===== src/rtl/ebsc_pkg.sv =====
package ebsc_pkg;
    localparam int IRQ_W       = 5;
    localparam int IRQ_RX      = 0;
    localparam int IRQ_TXRDY   = 1;
    localparam int IRQ_TXDONE  = 2;
    localparam int IRQ_TRERR   = 3;
    localparam int IRQ_ERRFLOW = 4;
endpackage


===== src/rtl/ebsc_out_path.sv =====
// OUT direction: release by firmware first, then try to store the new packet.
module ebsc_out_path #(
    parameter int CNT_W = 2
) (
    input  logic             en,
    input  logic [CNT_W-1:0] busy_q,
    input  logic [CNT_W-1:0] banks,
    input  logic             pk_stored,
    input  logic             fw_rx_clr,
    output logic             rel,
    output logic             acc,
    output logic             drop,
    output logic [CNT_W-1:0] cnt_mid,
    output logic [CNT_W-1:0] cnt_nxt
);
    always_comb begin
        rel     = en && fw_rx_clr && (busy_q != '0);
        cnt_mid = busy_q - CNT_W'(rel);
        acc     = en && pk_stored && (cnt_mid < banks);
        drop    = en && pk_stored && !acc;
        cnt_nxt = cnt_mid + CNT_W'(acc);
    end
endmodule


===== src/rtl/ebsc_in_path.sv =====
// IN direction: transmission first, then the pending kill, then the firmware fill.
module ebsc_in_path #(
    parameter int CNT_W = 2
) (
    input  logic             en,
    input  logic [CNT_W-1:0] busy_q,
    input  logic [CNT_W-1:0] banks,
    input  logic             in_token,
    input  logic             kill_q,
    input  logic             fw_tx_set,
    output logic             sent,
    output logic             underrun,
    output logic [CNT_W-1:0] cnt_nxt
);
    logic [CNT_W-1:0] after_tx;
    logic [CNT_W-1:0] after_kill;
    logic             killed;
    logic             set_acc;

    always_comb begin
        sent       = en && in_token && (busy_q != '0);
        underrun   = en && in_token && (busy_q == '0);
        after_tx   = busy_q - CNT_W'(sent);
        // with one busy bank and a token, nothing is left to kill: refused
        killed     = en && kill_q && (after_tx != '0);
        after_kill = after_tx - CNT_W'(killed);
        set_acc    = en && fw_tx_set && (after_kill < banks);
        cnt_nxt    = after_kill + CNT_W'(set_acc);
    end
endmodule


===== src/rtl/ebsc_bank_ring.sv =====
// Round-robin bank pointer plus one toggle-fault bit per bank.
module ebsc_bank_ring #(
    parameter int MAX_BANKS = 3,
    parameter int CNT_W     = 2,
    parameter int IDX_W     = 2
) (
    input  logic             clk,
    input  logic             rst_n,
    input  logic             clr,
    input  logic [CNT_W-1:0] banks,
    input  logic             adv,
    input  logic             wr,
    input  logic             wr_bad,
    input  logic [CNT_W-1:0] cnt_mid,
    output logic [IDX_W-1:0] cur_idx,
    output logic             cur_bad
);
    localparam int SW = CNT_W + 1;

    typedef struct packed {
        logic [IDX_W-1:0]     cur;
        logic [MAX_BANKS-1:0] bad;
    } ring_t;

    ring_t                ring_d, ring_q;
    logic [IDX_W-1:0]     cur_a;
    logic [SW-1:0]        slot;
    logic [MAX_BANKS-1:0] hit;

    always_comb begin
        if (!adv) begin
            cur_a = ring_q.cur;
        end else if (SW'(ring_q.cur) + SW'(1) >= SW'(banks)) begin
            cur_a = '0;
        end else begin
            cur_a = ring_q.cur + IDX_W'(1);
        end
        slot = SW'(cur_a) + SW'(cnt_mid);
        if (slot >= SW'(banks)) begin
            slot = slot - SW'(banks);
        end
        if (slot >= SW'(banks)) begin
            slot = '0;
        end
    end

    for (genvar g = 0; g < MAX_BANKS; g++) begin : g_hit
        assign hit[g] = wr && (slot == SW'(g));
    end

    always_comb begin
        ring_d = ring_q;
        if (clr) begin
            ring_d = '0;
        end else begin
            ring_d.cur = cur_a;
            for (int b = 0; b < MAX_BANKS; b++) begin
                if (hit[b]) begin
                    ring_d.bad[b] = wr_bad;
                end
            end
        end
    end

    always_ff @(posedge clk or negedge rst_n) begin
        if (!rst_n) begin
            ring_q <= '0;
        end else begin
            ring_q <= ring_d;
        end
    end

    assign cur_idx = ring_q.cur;
    assign cur_bad = ring_q.bad[ring_q.cur];

    AST_IDX_RANGE: assert property (@(posedge clk) disable iff (!rst_n)
        int'(ring_q.cur) < MAX_BANKS);
    AST_IDX_HOLD: assert property (@(posedge clk) disable iff (!rst_n)
        (!adv && !clr) |=> $stable(ring_q.cur));
endmodule


===== src/rtl/ep_bank_status.sv =====
module ep_bank_status #(
    parameter int MAX_BANKS = 3,
    localparam int CNT_W    = $clog2(MAX_BANKS + 1),
    localparam int IDX_W    = (MAX_BANKS > 1) ? $clog2(MAX_BANKS) : 1
) (
    input  logic                     clk,
    input  logic                     rst_n,
    input  logic                     ep_rst,
    input  logic                     ep_dis,
    input  logic                     cfg_dir_in,
    input  logic                     cfg_iso,
    input  logic [CNT_W-1:0]         cfg_banks,
    input  logic [ebsc_pkg::IRQ_W-1:0] irq_en,
    input  logic                     pk_stored,
    input  logic                     pk_tog_err,
    input  logic                     fw_rx_clr,
    input  logic                     fw_tx_set,
    input  logic                     fw_kill,
    input  logic                     in_token,
    output logic                     rx_ready,
    output logic                     tx_ready,
    output logic                     tx_complete,
    output logic                     kill_busy,
    output logic                     trans_err,
    output logic                     err_flow,
    output logic [CNT_W-1:0]         busy_cnt,
    output logic [IDX_W-1:0]         cur_bank,
    output logic [ebsc_pkg::IRQ_W-1:0] irq
);
    import ebsc_pkg::*;

    typedef struct packed {
        logic [CNT_W-1:0] busy;
        logic             rx_rdy;
        logic             tx_rdy;
        logic             tx_done;
        logic             kill;
        logic             err_fl;
        logic             txclr;
    } stat_t;

    stat_t            st_d, st_q;
    logic             clr;
    logic [CNT_W-1:0] banks;
    logic             out_en, in_en;
    logic             o_rel, o_acc, o_drop;
    logic [CNT_W-1:0] o_mid, o_nxt;
    logic             i_sent, i_under;
    logic [CNT_W-1:0] i_nxt;
    logic             cur_bad;

    always_comb begin
        int b;
        b = int'(cfg_banks);
        if (b < 1) b = 1;
        if (b > MAX_BANKS) b = MAX_BANKS;
        banks = CNT_W'(b);
    end

    assign clr    = ep_rst || ep_dis;
    assign out_en = !cfg_dir_in && !clr;
    assign in_en  = cfg_dir_in && !clr;

    ebsc_out_path #(.CNT_W(CNT_W)) u_out (
        .en(out_en), .busy_q(st_q.busy), .banks(banks),
        .pk_stored(pk_stored), .fw_rx_clr(fw_rx_clr),
        .rel(o_rel), .acc(o_acc), .drop(o_drop),
        .cnt_mid(o_mid), .cnt_nxt(o_nxt)
    );

    ebsc_in_path #(.CNT_W(CNT_W)) u_in (
        .en(in_en), .busy_q(st_q.busy), .banks(banks),
        .in_token(in_token), .kill_q(st_q.kill), .fw_tx_set(fw_tx_set),
        .sent(i_sent), .underrun(i_under), .cnt_nxt(i_nxt)
    );

    ebsc_bank_ring #(.MAX_BANKS(MAX_BANKS), .CNT_W(CNT_W), .IDX_W(IDX_W)) u_ring (
        .clk(clk), .rst_n(rst_n), .clr(clr), .banks(banks),
        .adv(o_rel || i_sent), .wr(o_acc), .wr_bad(pk_tog_err),
        .cnt_mid(o_mid), .cur_idx(cur_bank), .cur_bad(cur_bad)
    );

    always_comb begin
        st_d = st_q;
        if (clr) begin
            st_d = '0;
        end else begin
            st_d.busy    = cfg_dir_in ? i_nxt : o_nxt;
            st_d.rx_rdy  = !cfg_dir_in && (st_d.busy != '0);
            st_d.tx_rdy  = cfg_dir_in && (st_d.busy == banks);
            st_d.tx_done = st_q.tx_done || i_sent;
            st_d.kill    = cfg_dir_in && fw_kill && !st_q.kill;
            st_d.err_fl  = st_q.err_fl || (cfg_iso && (o_drop || i_under));
            st_d.txclr   = st_q.tx_rdy && !st_d.tx_rdy && i_sent;
        end
    end

    always_ff @(posedge clk or negedge rst_n) begin
        if (!rst_n) begin
            st_q <= '0;
        end else begin
            st_q <= st_d;
        end
    end

    assign busy_cnt    = st_q.busy;
    assign rx_ready    = st_q.rx_rdy;
    assign tx_ready    = st_q.tx_rdy;
    assign tx_complete = st_q.tx_done;
    assign kill_busy   = st_q.kill;
    assign err_flow    = st_q.err_fl;
    assign trans_err   = cfg_iso && !cfg_dir_in && (st_q.busy != '0) && cur_bad;

    always_comb begin
        irq              = '0;
        irq[IRQ_RX]      = irq_en[IRQ_RX]      && st_q.rx_rdy;
        irq[IRQ_TXRDY]   = irq_en[IRQ_TXRDY]   && st_q.txclr;
        irq[IRQ_TXDONE]  = irq_en[IRQ_TXDONE]  && st_q.tx_done;
        irq[IRQ_TRERR]   = irq_en[IRQ_TRERR]   && trans_err;
        irq[IRQ_ERRFLOW] = irq_en[IRQ_ERRFLOW] && st_q.err_fl;
    end

    AST_RESET_CLEARS: assert property (@(posedge clk) disable iff (!rst_n)
        clr |=> (busy_cnt == '0 && !rx_ready && !tx_ready && !tx_complete
                 && !kill_busy && !err_flow));
    AST_COUNT_BOUND: assert property (@(posedge clk) disable iff (!rst_n)
        int'(st_q.busy) <= MAX_BANKS);
    AST_RX_HOLD: assert property (@(posedge clk) disable iff (!rst_n)
        (!cfg_dir_in && !clr && fw_rx_clr && int'(st_q.busy) >= 2) |=> rx_ready);
    AST_KILL_ONE_CYCLE: assert property (@(posedge clk) disable iff (!rst_n)
        st_q.kill |=> !st_q.kill);
    AST_SEND_DONE: assert property (@(posedge clk) disable iff (!rst_n)
        (cfg_dir_in && !clr && in_token && st_q.busy != '0) |=> tx_complete);
    AST_UNDERRUN_FLAG: assert property (@(posedge clk) disable iff (!rst_n)
        (cfg_dir_in && cfg_iso && !clr && in_token && st_q.busy == '0) |=> err_flow);
    AST_TXRDY_PULSE: assert property (@(posedge clk) disable iff (!rst_n)
        st_q.txclr |-> (!st_q.tx_rdy && $past(st_q.tx_rdy)));
endmodule


===== config.mk =====
export PLATFORM = sky130hd
export DESIGN_NAME = ep_bank_status
export DESIGN_NICKNAME = d
export VERILOG_FILES = /design/src/rtl/ebsc_pkg.sv /design/src/rtl/ebsc_out_path.sv /design/src/rtl/ebsc_in_path.sv /design/src/rtl/ebsc_bank_ring.sv /design/src/rtl/ep_bank_status.sv
export SDC_FILE = /design/constraint.sdc
export NUM_CORES = 1
export LEC_CHECK = 0
export CORE_MARGIN = 5
export CORE_UTILIZATION = 53
export CTS_BUF_LIST = sky130_fd_sc_hd__clkbuf_8
export CTS_CLUSTER_SIZE = 30
export DETAILED_ROUTE_END_ITERATION = 12
export PLACE_DENSITY = 0.95
export RECOVER_POWER = 100
export REMOVE_ABC_BUFFERS = 1
export SYNTH_ARGS = -nofsm -noshare
export SYNTH_HDL_FRONTEND = slang
export SYNTH_SLANG_ARGS = --single-unit

===== constraint.sdc =====
create_clock -name clk -period 12.2 [get_ports clk]
set_clock_uncertainty 0.15 [all_clocks]
set_input_delay 1.22 -clock clk [delete_from_list [all_inputs] [get_ports clk]]
set_output_delay 1.22 -clock clk [all_outputs]
set_load 0.02 [all_outputs]

==> impl_metrics.csv <==
group,metric,value,unit
status,status,"complete, no violations",
drt,routed_wl,3.110,mm
global_route,grt_pass1_wl,5.188,mm
setup_path,crit_path_end,"u_ring.ring_q[2]",
die,die_area,3381,µm²
power,leakagePower,0.8185,nW
sta,tightest_slew,0.5927,ns
layout,final_net_count,199,
drt,wire_per_inst,16.37,µm
die,row_count,17,
synth,syn_area,1229,µm²
setup_path,start_kind,"primary input",
drt,dr.pass1.iters,4,
sta,setup_tns,0,ns
cts,root_buffer,"clkbuf_8",
sta,slew_headroom,60.36,%
die,io_pins,34,
place,dp_hpwl,2.443,mm
run,cap_violations,0,
drt,drc,0,
synth,synth_seq_area_share,26.48,%
sta,finalHoldViolations,0,
synth,ys_seq_elements,13,
die,core,2212,µm²
cts,htree_levels,1,
setup_path,rrSetupSlack,6.94,ns
synth,ys.flop_type,"dfrtp_1",
setup_path,startpoint,"ep_dis",
cts,post_cts_buffers,0,
cts,cts_buffers,3,
power,powerDensity,65.40,nW/µm²
setup_path,cp-end-kind,"register",
drt,via_per_inst,5.763,
sta,finalCritPeriodShare,51.77,%
sta,fmax,158.3,MHz
die,dieWidth,58.15,µm
place,postPlaceCellArea,1551,µm²
sta,setup-violations-final,0,
drt,via_count,1095,
layout,finalInstanceArea,1573,µm²
cts,clk_pin_slew_worst_paths,0.06,ns
cts,clk_latency,0.24,ns
synth,synth_cell_types,43,
synth,ys.warnings.count,0,
cts,cts_sinks,13,
setup_path,r2r-end,"u_ring.ring_q[2]",
global_route,gr-total-overflow,0,
synth,synth.area.top_cells,"dfrtp_1, ha_1, fa_1, mux2i_1, inv_1",
setup_path,cp_data_required_time,12.20,ns
layout,num_antenna_cells,0,
sta,finalMaxSlewViolations,0,
synth,synth_top_cell_area_share,26.48,%
synth,synthCells,132,
global_route,antenna_found_initial,0,
global_route,grt_pass1_vias,1172,
place,gp_congestion,0.9166,
power,ir_drop,80.45,µV
global_route,gr-usage-all-layers,20.19,%
synth,synth_top_area_cell,"dfrtp_1",
cts,cts_resized,0,
setup_path,path_class,"primary input to register",
synth,synthTopCellsByCount,"inv_1, ha_1, dfrtp_1",
hold_path,hp-class,"register to register",
sta,worst_hold_slack,0.3125,ns
die,start_util,55.54,%
synth,synth-edff-count,0,
place,io_buffers,33,
cts,ctsHoldBuffers,0,
setup_path,reg2reg_from,"u_ring.cur_idx[0]",
cts,cts_tree,"yes",
synth,async_flop_share,100.0,%
layout,fillers,166,
synth,syn_area_per_cell,9.308,µm²
drt,drt_iter0_drc,63,
cts,cts_buffer_depth,2,
setup_path,crit_fanout,9,
die,die_y,58.15,µm
sta,period_minus_slack,6.316,ns
global_route,grt_max_degree,14,
layout,area_delta_synth_final,28.00,%
setup_path,worstPathArrival,6.32,ns
layout,drive_gt1_share,4.938,%
setup_path,worstRegToRegCells,18,
synth,synth.most_common_cell,"inv_1",
sta,rsz0062_at_grt,"false",
drt,ant_nets,0,
-- worst min-delay path by stage --
stage | to | slack, ns | cells past startpoint | startpoint
after floorplan | u_ring.ring_q[2] | 0.35 | 2 | u_ring.ring_q[2]
after global placement | kill_busy | 0.30 | 1 | kill_busy
after detailed placement | kill_busy | 0.31 | 1 | kill_busy
after CTS | kill_busy | 0.32 | 1 | kill_busy
after global routing | kill_busy | 0.36 | 1 | kill_busy
final | kill_busy | 0.31 | 1 | kill_busy
-- metrics by stage --
stage          power, mW  instances  setup WS, ns  util, %
2_1_floorplan    0.05517        125         6.822        -
3_3_place_gp     0.06481        186         6.149    70.14
3_5_place_dp     0.06595        186         5.946    70.14
4_1_cts           0.1050        190         6.054    72.23
5_1_grt           0.1094        190         5.574    71.10
6_report          0.1029        190         5.884    71.10
-- sequential cells by signal, summed over array words and instances, names as in the netlist --
register,cells
u_ring.ring_q,3
busy_cnt,2
u_ring.cur_idx,2
err_flow,1
kill_busy,1
rx_ready,1
st_q,1
tx_complete,1
tx_ready,1
-- layer usage --
metal | global-route usage (%) | part of all wire, % | up-vias
met5 | 0 | 0 | -
met4 | 4.636 | 0 | 0
met3 | 4.009 | 5.7 | 0
met2 | 38.39 | 54 | 41
met1 | 22.87 | 40 | 536
li1 | - | - | 518
-- layout by cell type, fill, tap and decap left out, types with 3 or more instances in the layout --
cell	Yosys	layout
xor2_1	3	3
dlygate4sd3_1	0	18
and2_1	8	7
nand2b_1	3	3
mux2i_1	6	6
nand2_1	10	10
dfrtp_1	13	13
nor2b_1	3	3
a211oi_1	3	3
clkdlybuf4s50_1	0	15
a21oi_1	5	5
fa_1	3	3
ha_1	14	14
o31ai_1	3	3
inv_1	16	16
clkbuf_8	0	3
nor2_1	6	7
-- kinds of logic after synthesis --
| family | count (synthesis) | synth area share [%] |
|---|---|---|
| AO/OA/AOI/OAI | 24 | 14.46 |
| XOR/XNOR | 6 | 6.009 |
| adder cells (fa/ha/maj) | 17 | 19.14 |
| buffers and inverters | 23 | 8.350 |
| flip-flops | 13 | 26.48 |
| multiplexers | 6 | 4.888 |
| AND/OR/NAND/NOR | 43 | 20.67 |
-- area by class of cell --
| cell class | count | area (µm²) | area share, % |
|---|---|---|---|
| clock buffer | 3 | 41.29 | 2.625 |
| multi-input combinational | 96 | 775.7 | 49.32 |
| inverter | 16 | 60.06 | 3.819 |
| sequential | 13 | 325.3 | 20.68 |
| clock inverter | 1 | 5.005 | 0.3182 |
| tap | 28 | 35.03 | 2.228 |
| timing repair buffer | 33 | 330.3 | 21.00 |
-- worst max-delay path: stages --
cell,delay (ns)
dlygate4sd3_1,0.55
nor2_1,0.46
and4_1,0.41
a31o_2,0.18
mux2i_1,0.24
inv_1,0.08
ha_1,0.19
fa_1,0.52
ha_1,0.37
nor2b_1,0.15
o41a_1,0.37
inv_1,0.11
ha_1,0.23
nand2b_1,0.15
a221oi_1,0.28
o31ai_1,0.16
nor4b_1,0.39
mux2i_1,0.24
-- power by group --
part	leakage (nW)	switching (mW)	internal [mW]	total, mW
sequential	0.181	0.000206	0.0435	0.0437
clock	0.0255	0.0154	0.0225	0.0379
combinational	0.612	0.0108	0.0105	0.0213
Power figures use the tool's default switching activity.
